<file path="src/rtl/textVgaPkg.sv">
package textVgaPkg;

  localparam int GLYPH_W   = 8;
  localparam int GLYPH_H   = 12;
  localparam int GRID_COLS = 32;
  localparam int GRID_ROWS = 16;
  localparam int CELL_AW   = $clog2(GRID_COLS * GRID_ROWS);

  // Per-pixel tag that travels down the pipeline with the fetch
  typedef struct packed {
    logic       visible;
    logic       inWindow;
    logic       hSyncAct;
    logic       vSyncAct;
    logic [2:0] glyphCol;
  } pixTag_t;

  // Strobes from the scan control to the datapath
  typedef struct packed {
    pixTag_t             tag;
    logic [3:0]          glyphRow;
    logic [CELL_AW-1:0]  charAddr;
  } scanStrobes_t;

  // Computed 8x12 font: rows 0 and 11 are empty, codes >= 128 have no glyph
  function automatic logic [7:0] glyphBits(input logic [7:0] code, input logic [3:0] row);
    if (code[7] || row == 4'd0 || row >= 4'd11) return 8'h00;
    return {code[6:0], 1'b1} ^ {row, row};
  endfunction

endpackage

</file>
<file path="src/rtl/scanControl.sv">
module scanControl
  import textVgaPkg::*;
#(
  parameter int H_VISIBLE = 640,
  parameter int H_FRONT   = 16,
  parameter int H_SYNC    = 96,
  parameter int H_BACK    = 48,
  parameter int V_VISIBLE = 480,
  parameter int V_FRONT   = 10,
  parameter int V_SYNC    = 2,
  parameter int V_BACK    = 33,
  parameter int SCALE     = 2
) (
  input  logic         clk,
  input  logic         rstN,
  output scanStrobes_t strobes
);

  localparam int H_TOTAL = H_VISIBLE + H_FRONT + H_SYNC + H_BACK;
  localparam int V_TOTAL = V_VISIBLE + V_FRONT + V_SYNC + V_BACK;
  localparam int HW      = $clog2(H_TOTAL);
  localparam int VW      = $clog2(V_TOTAL);
  localparam int CELL_W  = GLYPH_W * SCALE;
  localparam int CELL_H  = GLYPH_H * SCALE;
  localparam int WIN_W   = GRID_COLS * CELL_W;
  localparam int WIN_H   = GRID_ROWS * CELL_H;
  localparam int SXW     = $clog2(CELL_W);
  localparam int SYW     = $clog2(CELL_H);

  localparam logic [HW-1:0] H_LAST     = HW'(H_TOTAL - 1);
  localparam logic [HW-1:0] H_VIS_END  = HW'(H_VISIBLE);
  localparam logic [HW-1:0] H_SYNC_ON  = HW'(H_VISIBLE + H_FRONT);
  localparam logic [HW-1:0] H_SYNC_OFF = HW'(H_VISIBLE + H_FRONT + H_SYNC);
  localparam logic [HW-1:0] WIN_X0     = HW'((H_VISIBLE - WIN_W) / 2);
  localparam logic [HW-1:0] WIN_X1     = HW'((H_VISIBLE - WIN_W) / 2 + WIN_W);
  localparam logic [VW-1:0] V_LAST     = VW'(V_TOTAL - 1);
  localparam logic [VW-1:0] V_VIS_END  = VW'(V_VISIBLE);
  localparam logic [VW-1:0] V_SYNC_ON  = VW'(V_VISIBLE + V_FRONT);
  localparam logic [VW-1:0] V_SYNC_OFF = VW'(V_VISIBLE + V_FRONT + V_SYNC);
  localparam logic [VW-1:0] WIN_Y0     = VW'((V_VISIBLE - WIN_H) / 2);
  localparam logic [VW-1:0] WIN_Y1     = VW'((V_VISIBLE - WIN_H) / 2 + WIN_H);
  localparam logic [SXW-1:0] SX_LAST   = SXW'(CELL_W - 1);
  localparam logic [SYW-1:0] SY_LAST   = SYW'(CELL_H - 1);
  localparam logic [SXW-1:0] SX_DIV    = SXW'(SCALE);
  localparam logic [SYW-1:0] SY_DIV    = SYW'(SCALE);

  logic [HW-1:0]  hCount;
  logic [VW-1:0]  vCount;
  logic [SXW-1:0] subX;
  logic [SYW-1:0] subY;
  logic [4:0]     cellCol;
  logic [3:0]     cellRow;
  logic           lineEnd, inWinH, inWinV;

  assign lineEnd = (hCount == H_LAST);
  assign inWinH  = (hCount >= WIN_X0) && (hCount < WIN_X1);
  assign inWinV  = (vCount >= WIN_Y0) && (vCount < WIN_Y1);

  // Raster position counters
  always_ff @(posedge clk) begin
    if (!rstN) begin
      hCount <= '0;
      vCount <= '0;
    end else if (lineEnd) begin
      hCount <= '0;
      vCount <= (vCount == V_LAST) ? '0 : vCount + 1'b1;
    end else begin
      hCount <= hCount + 1'b1;
    end
  end

  // Horizontal cell tracking: cleared at each line end, advances inside window
  always_ff @(posedge clk) begin
    if (!rstN || lineEnd) begin
      subX    <= '0;
      cellCol <= '0;
    end else if (inWinH) begin
      if (subX == SX_LAST) begin
        subX    <= '0;
        cellCol <= cellCol + 1'b1;
      end else begin
        subX <= subX + 1'b1;
      end
    end
  end

  // Vertical cell tracking: advances once per window line
  always_ff @(posedge clk) begin
    if (!rstN) begin
      subY    <= '0;
      cellRow <= '0;
    end else if (lineEnd) begin
      if (vCount == V_LAST) begin
        subY    <= '0;
        cellRow <= '0;
      end else if (inWinV) begin
        if (subY == SY_LAST) begin
          subY    <= '0;
          cellRow <= cellRow + 1'b1;
        end else begin
          subY <= subY + 1'b1;
        end
      end
    end
  end

  always_comb begin
    strobes.tag.visible  = (hCount < H_VIS_END) && (vCount < V_VIS_END);
    strobes.tag.inWindow = inWinH && inWinV;
    strobes.tag.hSyncAct = (hCount >= H_SYNC_ON) && (hCount < H_SYNC_OFF);
    strobes.tag.vSyncAct = (vCount >= V_SYNC_ON) && (vCount < V_SYNC_OFF);
    strobes.tag.glyphCol = 3'(subX / SX_DIV);
    strobes.glyphRow     = 4'(subY / SY_DIV);
    strobes.charAddr     = {cellRow, cellCol};   // row*32 + column
  end


  h_wrap_chk: assert property (@(posedge clk) disable iff (!rstN)
    (hCount == H_LAST) |=> (hCount == '0));


  v_hold_chk: assert property (@(posedge clk) disable iff (!rstN)
    (hCount != H_LAST) |=> $stable(vCount));


  win_inside_chk: assert property (@(posedge clk) disable iff (!rstN)
    strobes.tag.inWindow |-> strobes.tag.visible);

endmodule

</file>
<file path="src/rtl/textDatapath.sv">
module textDatapath
  import textVgaPkg::*;
#(
  parameter logic [5:0] FG_COLOR = 6'b11_11_01,
  parameter logic [5:0] BG_COLOR = 6'b00_00_10
) (
  input  logic               clk,
  input  logic               rstN,
  input  scanStrobes_t       strobes,
  input  logic               wrEn,
  input  logic [CELL_AW-1:0] wrAddr,
  input  logic [7:0]         wrData,
  output logic               hSyncN,
  output logic               vSyncN,
  output logic [5:0]         rgbOut
);

  localparam int CELLS = GRID_COLS * GRID_ROWS;

  logic [7:0] charMem [CELLS];
  logic [7:0] charCode;
  logic [7:0] glyphByte;
  pixTag_t    tag1, tag2;
  logic [3:0] row1;
  logic       pixOn;

  // host write port, independent of the scan
  always_ff @(posedge clk) begin
    if (wrEn) charMem[wrAddr] <= wrData;
  end

  // Stage 1: character fetch
  always_ff @(posedge clk) begin
    charCode <= charMem[strobes.charAddr];
  end

  always_ff @(posedge clk) begin
    if (!rstN) begin
      tag1      <= '0;
      row1      <= '0;
      tag2      <= '0;
      glyphByte <= '0;
    end else begin
      tag1      <= strobes.tag;
      row1      <= strobes.glyphRow;
      tag2      <= tag1;
      glyphByte <= glyphBits(charCode, row1);   // Stage 2: glyph row
    end
  end

  assign pixOn = glyphByte[3'd7 - tag2.glyphCol];

  // Stage 3: registered outputs
  always_ff @(posedge clk) begin
    if (!rstN) begin
      hSyncN <= 1'b1;
      vSyncN <= 1'b1;
      rgbOut <= '0;
    end else begin
      hSyncN <= !tag2.hSyncAct;
      vSyncN <= !tag2.vSyncAct;
      if (tag2.visible && tag2.inWindow) rgbOut <= pixOn ? FG_COLOR : BG_COLOR;
      else                               rgbOut <= '0;
    end
  end


  blank_black_chk: assert property (@(posedge clk) disable iff (!rstN)
    !tag2.visible |=> (rgbOut == '0));


  border_black_chk: assert property (@(posedge clk) disable iff (!rstN)
    (tag2.visible && !tag2.inWindow) |=> (rgbOut == '0));


  text_color_chk: assert property (@(posedge clk) disable iff (!rstN)
    (tag2.visible && tag2.inWindow) |=> (rgbOut == FG_COLOR || rgbOut == BG_COLOR));


  sync_align_chk: assert property (@(posedge clk) disable iff (!rstN)
    (tag2.hSyncAct || tag2.vSyncAct) |=> (!hSyncN || !vSyncN));

endmodule

</file>
<file path="src/rtl/textVgaRenderer.sv">
module textVgaRenderer
  import textVgaPkg::*;
#(
  parameter int         H_VISIBLE = 640,
  parameter int         H_FRONT   = 16,
  parameter int         H_SYNC    = 96,
  parameter int         H_BACK    = 48,
  parameter int         V_VISIBLE = 480,
  parameter int         V_FRONT   = 10,
  parameter int         V_SYNC    = 2,
  parameter int         V_BACK    = 33,
  parameter int         SCALE     = 2,
  parameter logic [5:0] FG_COLOR  = 6'b11_11_01,
  parameter logic [5:0] BG_COLOR  = 6'b00_00_10
) (
  input  logic       clk,
  input  logic       rstN,
  input  logic       wrEn,
  input  logic [8:0] wrAddr,
  input  logic [7:0] wrData,
  output logic       hSyncN,
  output logic       vSyncN,
  output logic [1:0] red,
  output logic [1:0] green,
  output logic [1:0] blue
);

  scanStrobes_t strobes;
  logic [5:0]   rgbOut;

  scanControl #(
    .H_VISIBLE(H_VISIBLE), .H_FRONT(H_FRONT), .H_SYNC(H_SYNC), .H_BACK(H_BACK),
    .V_VISIBLE(V_VISIBLE), .V_FRONT(V_FRONT), .V_SYNC(V_SYNC), .V_BACK(V_BACK),
    .SCALE(SCALE)
  ) ctrl (
    .clk(clk), .rstN(rstN), .strobes(strobes)
  );

  textDatapath #(
    .FG_COLOR(FG_COLOR), .BG_COLOR(BG_COLOR)
  ) dp (
    .clk(clk), .rstN(rstN), .strobes(strobes),
    .wrEn(wrEn), .wrAddr(wrAddr), .wrData(wrData),
    .hSyncN(hSyncN), .vSyncN(vSyncN), .rgbOut(rgbOut)
  );

  // channel packing {red, green, blue}
  assign {red, green, blue} = rgbOut;

endmodule

</file>
<file path="config.mk">
export PLATFORM = sky130hd
export DESIGN_NAME = textVgaRenderer
export DESIGN_NICKNAME = d
export VERILOG_FILES = /design/src/rtl/textVgaPkg.sv /design/src/rtl/scanControl.sv /design/src/rtl/textDatapath.sv /design/src/rtl/textVgaRenderer.sv
export SDC_FILE = /design/constraint.sdc
export NUM_CORES = 2
export LEC_CHECK = 0
export ABC_CLOCK_PERIOD_IN_PS = 5540
export BUFFER_PORTS_ARGS = -buffer_cell sky130_fd_sc_hd__buf_2
export CAP_MARGIN = 20
export CORE_MARGIN = 3
export CORE_UTILIZATION = 42
export DETAILED_ROUTE_END_ITERATION = 6
export PLACE_DENSITY_LB_ADDON = 0.05
export SYNTH_ARGS = -nofsm -noshare
export SYNTH_HDL_FRONTEND = slang
export SYNTH_SLANG_ARGS = --single-unit
export TNS_END_PERCENT = 100
</file>
<file path="constraint.sdc">
create_clock -name clk -period 5.54 [get_ports clk]
set_clock_uncertainty 0.15 [all_clocks]
set_input_delay 0.277 -clock clk [delete_from_list [all_inputs] [get_ports clk]]
set_output_delay 0.277 -clock clk [all_outputs]
set_load 0.1 [all_outputs]
</file>
==> qor.txt <==
final setup vio count = 0
Max-slew headroom = 4.63%
FFs w/ async S/R, synth = 0%
most frequent cells in the layout = edfxtp_1, mux4_2, nor2_1, clkbuf_16, mux2i_1
Rows = 227
later-pin clock latency in the skew report = 0.98 ns
unrepaired setup endpoints after global routing = no
cell at the slowest stage of the critical path = a32oi_1
DR vias/cell = 6.03
Synth cell types = 80
Worst Path Max Fanout = 47
maximum root-to-sink buffer count = 4
I/O Pins = 28
crit path cell chain = buf_12 -> buf_12 -> buf_4 -> mux4_2 -> a22oi_1 -> o2111ai_1 -> a32oi_1 -> a211oi_1 -> nor4_1 -> o211ai_1
kind of critical path = flip-flop to flip-flop
cell mode on critical path = buf_12
Worst-path clk slew = 0.06 ns
First-pass DRT Iterations = 5
Synthesis Warnings = 0
mapped cell area = 162000 um^2
grt met1 use = 36.6%
Register Area = 125000 um^2
CP Capture Type = flip-flop
vias in the first global route = 82100
fillers = 31500
Nets = 8039
GR Layer Usage met2 = 40.2%
global placement routability congestion = 0.831
setup total negative slack = 0 ns
crit start category = flip-flop
residual overflow from global routing = 0
synthesized instance count = 7702
DR WL/cell = 37.1 um
register area share after synthesis = 76.9%
Final period util = 91.5%
TritonCTS Buffers = 449
first-pass GRT wire length = 690000 um
Post-synth EDFFs = 4096
largest net degree at the start of global routing = 184
Avg Cell Area, Syn = 21.0 um^2
worst endpoint data arrival time = 5.76 ns
power consumption = 65900 uW
Worst Tran Pin Value = 1.43 ns
initial antenna violation count = 37
Layout area overhead = 13.9%
Max Slew Vio Count = 0
Hold Crit Class = primary input to flip-flop
peak supply drop = 0.000267 V
PortBufs = 27
Leak = 0.0557 uW
register bit total from synthesis = 4172
Die ar. = 393000 um^2
DP HPWL = 298000 um
Peak Freq = 197 MHz
layout cells sized above 1 = 24.3%
gr busiest metal = met2
met3 usage = 3.88%
critical path required time = 6.23 ns
most common cell after layout, fill and taps aside = edfxtp_1
power per cell area = 358 nW/um^2
Initial Util = 42.3%
die extent in x = 627 um
via count = 81000
area of the multi-input gates = 34900 um^2
min Tclk post-route = 5.07 ns
Worst path max stage delay = 0.89 ns
DRT antenna net count = 0
CTS Sinks = 4172
CTS root buf = clkbuf_16
WL final = 499000 um
Hold Vio Cnt, Final = 0
# resized after CTS = 0
Remaining DRCs = 0
syn_nets = 7730
die height = 627 um
status = complete, no violations
CTS tree = built
Initial DRC Count = 9628
H-tree depth = 5
setup bufs post-CTS = 0
gr usage total = 25.4%
Max-cap violations = 0
ys flop type = edfxtp_1
CTS Hold Bufs = 9
core area = 383000 um^2
==> worst paths after layout <==
path,to,slack (ns),startpoint,cells past startpoint
min,dp.charMem[280][2],0.18,wrData[2],2
max,dp.charCode[6],0.47,ctrl.cellCol[1],10
min reg2reg,dp.hSyncN,0.21,dp.tag2[4],1
max reg2reg,dp.charCode[6],0.47,ctrl.cellCol[1],10
==> cell families (layout without fill, tap and decap cells) <==
logic type / count (synthesis) / count (layout) / synth area share, %
flip-flops: 4172 / 4172 / 76.9
AND/OR/NAND/NOR: 1054 / 1054 / 2.73
buffers and inverters: 501 / 1192 / 1.66
other: 0 / 14 / 0
adder cells (fa/ha/maj): 8 / 8 / 0.0619
XOR/XNOR: 33 / 33 / 0.179
AO/OA/AOI/OAI: 593 / 593 / 2.66
multiplexers: 1341 / 1341 / 15.8
==> power breakdown <==
part | internal [uW] | total, uW | switching, uW
clock | 17900 | 30400 | 12500
sequential | 34700 | 34700 | 10.3
combinational | 79.8 | 810 | 730
total | 52600 | 65900 | 13300
==> worst max-delay path: cells and delay by family, from the launching register on <==
kind / cells / cell delay [ns]
flip-flops: 1 / 0.87
AND/OR/NAND/NOR: 1 / 0.32
buffers and inverters: 3 / 0.98
multiplexers: 1 / 0.51
AO/OA/AOI/OAI: 5 / 1.95
==> layer usage <==
metal,wire length [um],part of all wire (%)
met1,213000,43
met2,237000,48
met3,32800,6.6
met4,15700,3.2
met5,90,0.018
==> synthesized netlist by cell type (17+ instances only) <==
library cell  instances  area share, %
nor2_1              614            1.4
edfxtp_1           4096             76
a221oi_1             52           0.28
buf_2               109           0.34
buf_1                55           0.13
xnor2_1              22           0.12
clkbuf_1            210           0.49
a21oi_1              93           0.29
o221ai_1             96           0.52
dfxtp_1              76           0.94
o22ai_1              59           0.23
o21ai_0              56           0.17
mux2_2               38           0.26
buf_6                41           0.29
and2_1               26           0.10
a22oi_1              68           0.32
nor3_1               20          0.062
mux2i_1             342            2.1
mux4_2              959             13
nand2_1             255           0.59
buf_4                60           0.28
nand3_1              45           0.14
a22o_1               17          0.092
==> cell type report <==
cell class                 count  share of cell area (%)
inverter                      16                  0.0435
clock inverter               299                    1.64
sequential                  4172                    67.6
antenna                       14                  0.0190
clock buffer                 534                    6.42
timing repair buffer         343                    1.95
multi-input combinational   3029                    18.9
tap                         5038                    3.42
==> registers in the layout (all words and copies together), names as in the netlist <==
name / flops
ctrl.hCount: 10
dp.vSyncN: 1
ctrl.subY: 5
dp.rgbOut: 2
dp.charMem: 4096
dp.tag2: 7
ctrl.cellCol: 5
ctrl.cellRow: 4
ctrl.vCount: 10
dp.glyphByte: 8
dp.row1: 4
dp.tag1: 7
dp.charCode: 8
dp.hSyncN: 1
ctrl.subX: 4
==> metrics by stage <==
| step | instances | worst slack [ns] | hold WS, ns | utilization [%] | instance area (um^2) |
|---|---|---|---|---|---|
| finish | 13400 | 0.470 | 0.182 | 48.1 | 184000 |
| global route | 13400 | 0.328 | 0.142 | 48.1 | 184000 |
| CTS | 13400 | 0.179 | 0.0869 | 48.1 | 184000 |
| detailed placement | 12600 | 0.237 | 0.206 | 44.2 | 169000 |
| global placement | 12600 | 0.247 | 0.203 | 44.2 | 169000 |
| floorplan | 7702 | 2.60 | 0.202 | - | 162000 |
Note: power is estimated with default switching activity, not from simulation.
